### src/rtl/mpf_pkg.sv
package mpf_pkg;

    typedef enum logic {
        CEL_LOW  = 1'b0,
        CEL_HIGH = 1'b1
    } cel_state_e;

    typedef enum logic [1:0] {
        TR_HOLD = 2'd0,
        TR_RISE = 2'd1,
        TR_FALL = 2'd2
    } cel_trans_e;

endpackage

### src/rtl/mpf_ccell.sv
module mpf_ccell
    import mpf_pkg::*;
(
    input  logic clk,
    input  logic rst,
    input  logic req_prev,
    input  logic ack_next,
    output logic c_out,
    output logic fire
);

    cel_state_e state_q;
    cel_state_e state_d;
    cel_trans_e trans;

    // next-state selection
    always_comb begin
        state_d = state_q;
        trans   = TR_HOLD;
        unique case (state_q)
            CEL_LOW: begin
                if (req_prev && !ack_next) begin
                    state_d = CEL_HIGH;
                    trans   = TR_RISE;
                end
            end
            CEL_HIGH: begin
                if (!req_prev && ack_next) begin
                    state_d = CEL_LOW;
                    trans   = TR_FALL;
                end
            end
            default: begin
                state_d = CEL_LOW;
                trans   = TR_HOLD;
            end
        endcase
    end

    // state register
    always_ff @(posedge clk) begin
        if (rst) begin
            state_q <= CEL_LOW;
        end else begin
            state_q <= state_d;
        end
    end

    // outputs
    always_comb begin
        c_out = (state_q == CEL_HIGH);
        fire  = (trans == TR_RISE);
    end

endmodule

### src/rtl/mpf_dreg.sv
module mpf_dreg #(
    parameter int WIDTH = 8
) (
    input  logic             clk,
    input  logic             rst,
    input  logic             load,
    input  logic [WIDTH-1:0] d,
    output logic [WIDTH-1:0] q
);

    always_ff @(posedge clk) begin
        if (rst) begin
            q <= '0;
        end else if (load) begin
            q <= d;
        end
    end

endmodule

### src/rtl/mpf_ctrl.sv
module mpf_ctrl #(
    parameter int STAGES = 4,
    parameter int WIDTH  = 8
) (
    input  logic             clk,
    input  logic             rst,
    input  logic             in_req,
    output logic             in_ack,
    input  logic [WIDTH-1:0] in_data,
    output logic             out_req,
    input  logic             out_ack,
    output logic [WIDTH-1:0] out_data
);

    localparam int LAST = STAGES - 1;

    logic [STAGES-1:0] cstate;
    logic [STAGES-1:0] load;
    logic [STAGES-1:0] req_in_v;
    logic [STAGES-1:0] ack_in_v;
    logic [WIDTH-1:0]  dq [STAGES];
    logic [WIDTH-1:0]  dsrc [STAGES];

    genvar g;
    generate
        for (g = 0; g < STAGES; g++) begin : g_stage
            if (g == 0) begin : g_head
                assign req_in_v[g] = in_req;
                assign dsrc[g]     = in_data;
            end else begin : g_body
                assign req_in_v[g] = cstate[g-1];
                assign dsrc[g]     = dq[g-1];
            end

            if (g == LAST) begin : g_tail
                assign ack_in_v[g] = out_ack;
            end else begin : g_mid
                assign ack_in_v[g] = cstate[g+1];
            end

            mpf_ccell u_cell (
                .clk      (clk),
                .rst      (rst),
                .req_prev (req_in_v[g]),
                .ack_next (ack_in_v[g]),
                .c_out    (cstate[g]),
                .fire     (load[g])
            );

            mpf_dreg #(.WIDTH(WIDTH)) u_dreg (
                .clk  (clk),
                .rst  (rst),
                .load (load[g]),
                .d    (dsrc[g]),
                .q    (dq[g])
            );
        end
    endgenerate

    assign in_ack   = cstate[0];
    assign out_req  = cstate[LAST];
    assign out_data = dq[LAST];

endmodule

### config.mk
export PLATFORM = sky130hd
export DESIGN_NAME = mpf_ctrl
export DESIGN_NICKNAME = d
export VERILOG_FILES = /design/src/rtl/mpf_pkg.sv /design/src/rtl/mpf_ccell.sv /design/src/rtl/mpf_dreg.sv /design/src/rtl/mpf_ctrl.sv
export SDC_FILE = /design/constraint.sdc
export NUM_CORES = 1
export LEC_CHECK = 0
export BUFFER_PORTS_ARGS = -buffer_cell sky130_fd_sc_hd__clkbuf_2
export CORE_MARGIN = 5
export CORE_UTILIZATION = 40
export DETAILED_ROUTE_END_ITERATION = 8
export GPL_TIMING_DRIVEN = 0
export HOLD_SLACK_MARGIN = 0.1
export PLACE_DENSITY = 0.68
export SLEW_MARGIN = 15
export SYNTH_ARGS = -nofsm -noshare
export SYNTH_HDL_FRONTEND = slang
export SYNTH_SLANG_ARGS = --single-unit
### constraint.sdc
create_clock -name clk -period 2.75 [get_ports clk]
set_input_delay 0.55 -clock clk [delete_from_list [all_inputs] [get_ports clk]]
set_output_delay 0.55 -clock clk [all_outputs]
set_load 0.03 [all_outputs]
==> results by group <==
Synth
  • Number of flops mapped to enable cells by yosys: 0
  • Most common cell in the synthesized netlist: nand2_1
  • Sequential share of the synthesized area: 52.0%
  • Syn avg cell area: 8.15 um2
  • Synth area leader: dfxtp_1
  • YS warnings: 0
  • Top post-synthesis cells by count: nand2_1, dfxtp_1, a21oi_1
  • Cells after Synth: 170
  • Syn_nets: 182
  • Post-synthesis cell type count: 13
  • Primary FF master, synth: dfxtp_1
  • FFs w/ async S/R, synth: 0%
  • Share of the synthesized area in the top cell type: 52.0%
  • Synth top area cells: dfxtp_1, nand2_1, a21oi_1, buf_4, nor3b_2
  • Mapped cell area: 1390 um2
  • Seq cells post-synth: 36

Placement
  • Hpwl dp: 1790 um
  • Port Buf Inserts: 20
  • GPL Wtd Cong: 0.714
  • Placed cell area: 1540 um2

Min path
  • Worst hold start: in_data[7]
  • Hold endpoint: g_stage[0].u_dreg.q[7]
  • Worst hold path cell count: 3
  • Hold WC Path Type: primary input to flip-flop

Global route
  • Largest net degree at the start of global routing: 13
  • Initial antenna violation count: 0
  • Overall routing resource usage: 11.8%
  • First-pass GRT wire length: 4120 um
  • Grt ovf: 0
  • Vias in the first global route: 968

Die
  • Top-level I/O count: 22
  • Core Footprint: 3340 um2
  • Die area: 4740 um2
  • Die H: 68.8 um
  • Die width: 68.8 um
  • Site row count: 21
  • Starting density of the core: 41.5%

Pwr
  • PD cells: 716 nW/um2
  • Sw Share: 20.5%
  • Reg power frac: 46.2%
  • Psw: 0.246 mW
  • Combinational Power Share: 8.0%
  • Worst IR drop on VDD: 469 uV
  • Clock power frac: 45.8%
  • P_leak: 0.640 nW
  • P_int: 0.951 mW

Routing
  • DR WL/cell: 9.73 um
  • DRT Pass-1 Iters: 4
  • DRT iter0 DRCs: 57
  • Total number of vias: 1088
  • Post-detailed-route DRC marker count: 0
  • DRT antenna net count: 0
  • WL final: 2370 um
  • Routed vias/inst: 4.46

Worst setup path
  • R2r endpoint: g_stage[1].u_dreg.q[3]
  • FF-to-FF setup slack: 1.49 ns
  • Crit. End Element: output pin
  • Critical path type: flip-flop to output pin
  • Largest stage delay, worst path: 0.48 ns
  • CP max FO: 9
  • CP cell instances: clkbuf_2
  • Crit path buf inv count: 1
  • CP Depth: 1
  • Reg2reg path depth: 4
  • Critical path's top delay family: flip-flops
  • Worst r2r src: g_stage[0].u_cell.c_out
  • WP data required: 2.20 ns
  • CP startpoint kind: flip-flop
  • Arr. time, crit path: 1.07 ns
  • Highest-delay cell along the critical path: dfxtp_1

Cells and area
  • Fin area: 1670 um2
  • NumNets Final: 209
  • Sequential cell area: 721 um2
  • # fillers: 373
  • Area of the multi-input gates: 541 um2
  • Fraction of layout instances using a drive strength above 1: 22.7%
  • Number of diodes: 0
  • Synth-to-layout area growth: 20.6%

STA
  • Max frequency: 618 MHz
  • Final period utilization: 58.8%
  • Final min period: 1.62 ns
  • RSZ-0062 raised after global routing: no
  • Max-Slew Margin vs Limit: 68.8%
  • Final hold viol count: 0
  • Setup TNS: 0 ns
  • Final Setup Violations: 0
  • Slew Viols, Final: 0
  • Clk_skew: 0.00750 ns
  • Worst Tran Pin Value: 0.467 ns

Clock tree
  • Clk sink count: 36
  • TritonCTS Buffers: 5
  • CTS Buffer Depth: 2
  • Skew-Pair Late Insertion Delay: 0.33 ns
  • Clock-pin slew on the worst setup and hold paths: 0.11 ns
  • CTS root buffer: clkbuf_4
  • H-Tree Depth: 2
  • Hold Buf Count CTS: 0
  • Post-CTS Setup Inserts: 0
  • Post_cts resized: 0
  • CTS tree: built

Status
  • Status: complete, no violations

Run
  • Maxcap violations: 0
-- kinds of logic (layout without fill, tap and decap cells) --
family	Yosys count	count (layout)	share of synthesized area (%)
DFF	36	36	52.0
and+or+nand+nor	76	76	24.6
AOI/OAI and AO/OA	36	36	13.0
adders and majority gates	2	2	1.45
buffers and inverters	20	48	8.94
-- through the flow --
stage	hold WS [ns]	util, %	cells	setup WS (ns)	total power [mW]
floorplan	0.432	-	170	1.40	0.633
global placement	0.441	46.2	236	1.23	0.659
detailed placement	0.447	46.2	236	1.23	0.661
CTS	0.414	50.1	244	1.11	1.21
global route	0.430	50.1	244	1.06	1.25
finish	0.425	50.1	244	1.13	1.20
-- how the worst max path moves through the flow --
stage / start / endpoint / slack, ns
floorplan: g_stage[0].u_cell.c_out / g_stage[1].u_dreg.q[0] / 1.40
global placement: rst / g_stage[3].u_cell.c_out / 1.23
detailed placement: rst / g_stage[2].u_cell.c_out / 1.23
CTS: g_stage[3].u_cell.c_out / out_req / 1.11
global route: g_stage[0].u_cell.c_out / in_ack / 1.06
finish: g_stage[0].u_cell.c_out / in_ack / 1.13
-- power by group through the flow --
stage                     Combinational [mW]  Sequential (mW)  Clock [mW]
final                                 0.0959            0.552       0.548
after global routing                   0.110            0.556       0.586
after CTS                             0.0973            0.553       0.560
after detailed placement              0.0971            0.564           0
after global placement                0.0954            0.563           0
after floorplan                       0.0682            0.565           0
-- routing by layer --
metal	share of wire, %	up-vias	GRT usage, %	wire, um
met5	0	-	0	0
met4	2.2	0	5.84	53
met3	6.1	7	3.89	145
met2	43	24	18.6	1020
met1	49	458	14.3	1160
li1	-	599	-	-
-- flip-flops by register name, summed over array words and instances (netlist names) --
register	count
g_stage.u_dreg.q	32
g_stage.u_cell.c_out	4
-- layout make-up --
cell class	instances	area share, %
timing repair buffer	20	5.99
tap	46	3.45
sequential	36	43.1
clock inverter	3	5.39
clock buffer	5	2.25
multi-input combinational	114	32.4
inverter	3	0.674
buffer	17	6.74
-- cells in the final DEF (no fill, tap or decap), drive strengths merged --
master and n:
bufinv 3, buf 13, clkbuf 29, nand2 66, or3b 4, maj3 2
nor2 2, a21oi 34, nor3b 4, dfxtp 36, inv 3, o21ai 2
No activity file was read; power rests on OpenSTA's default activity.
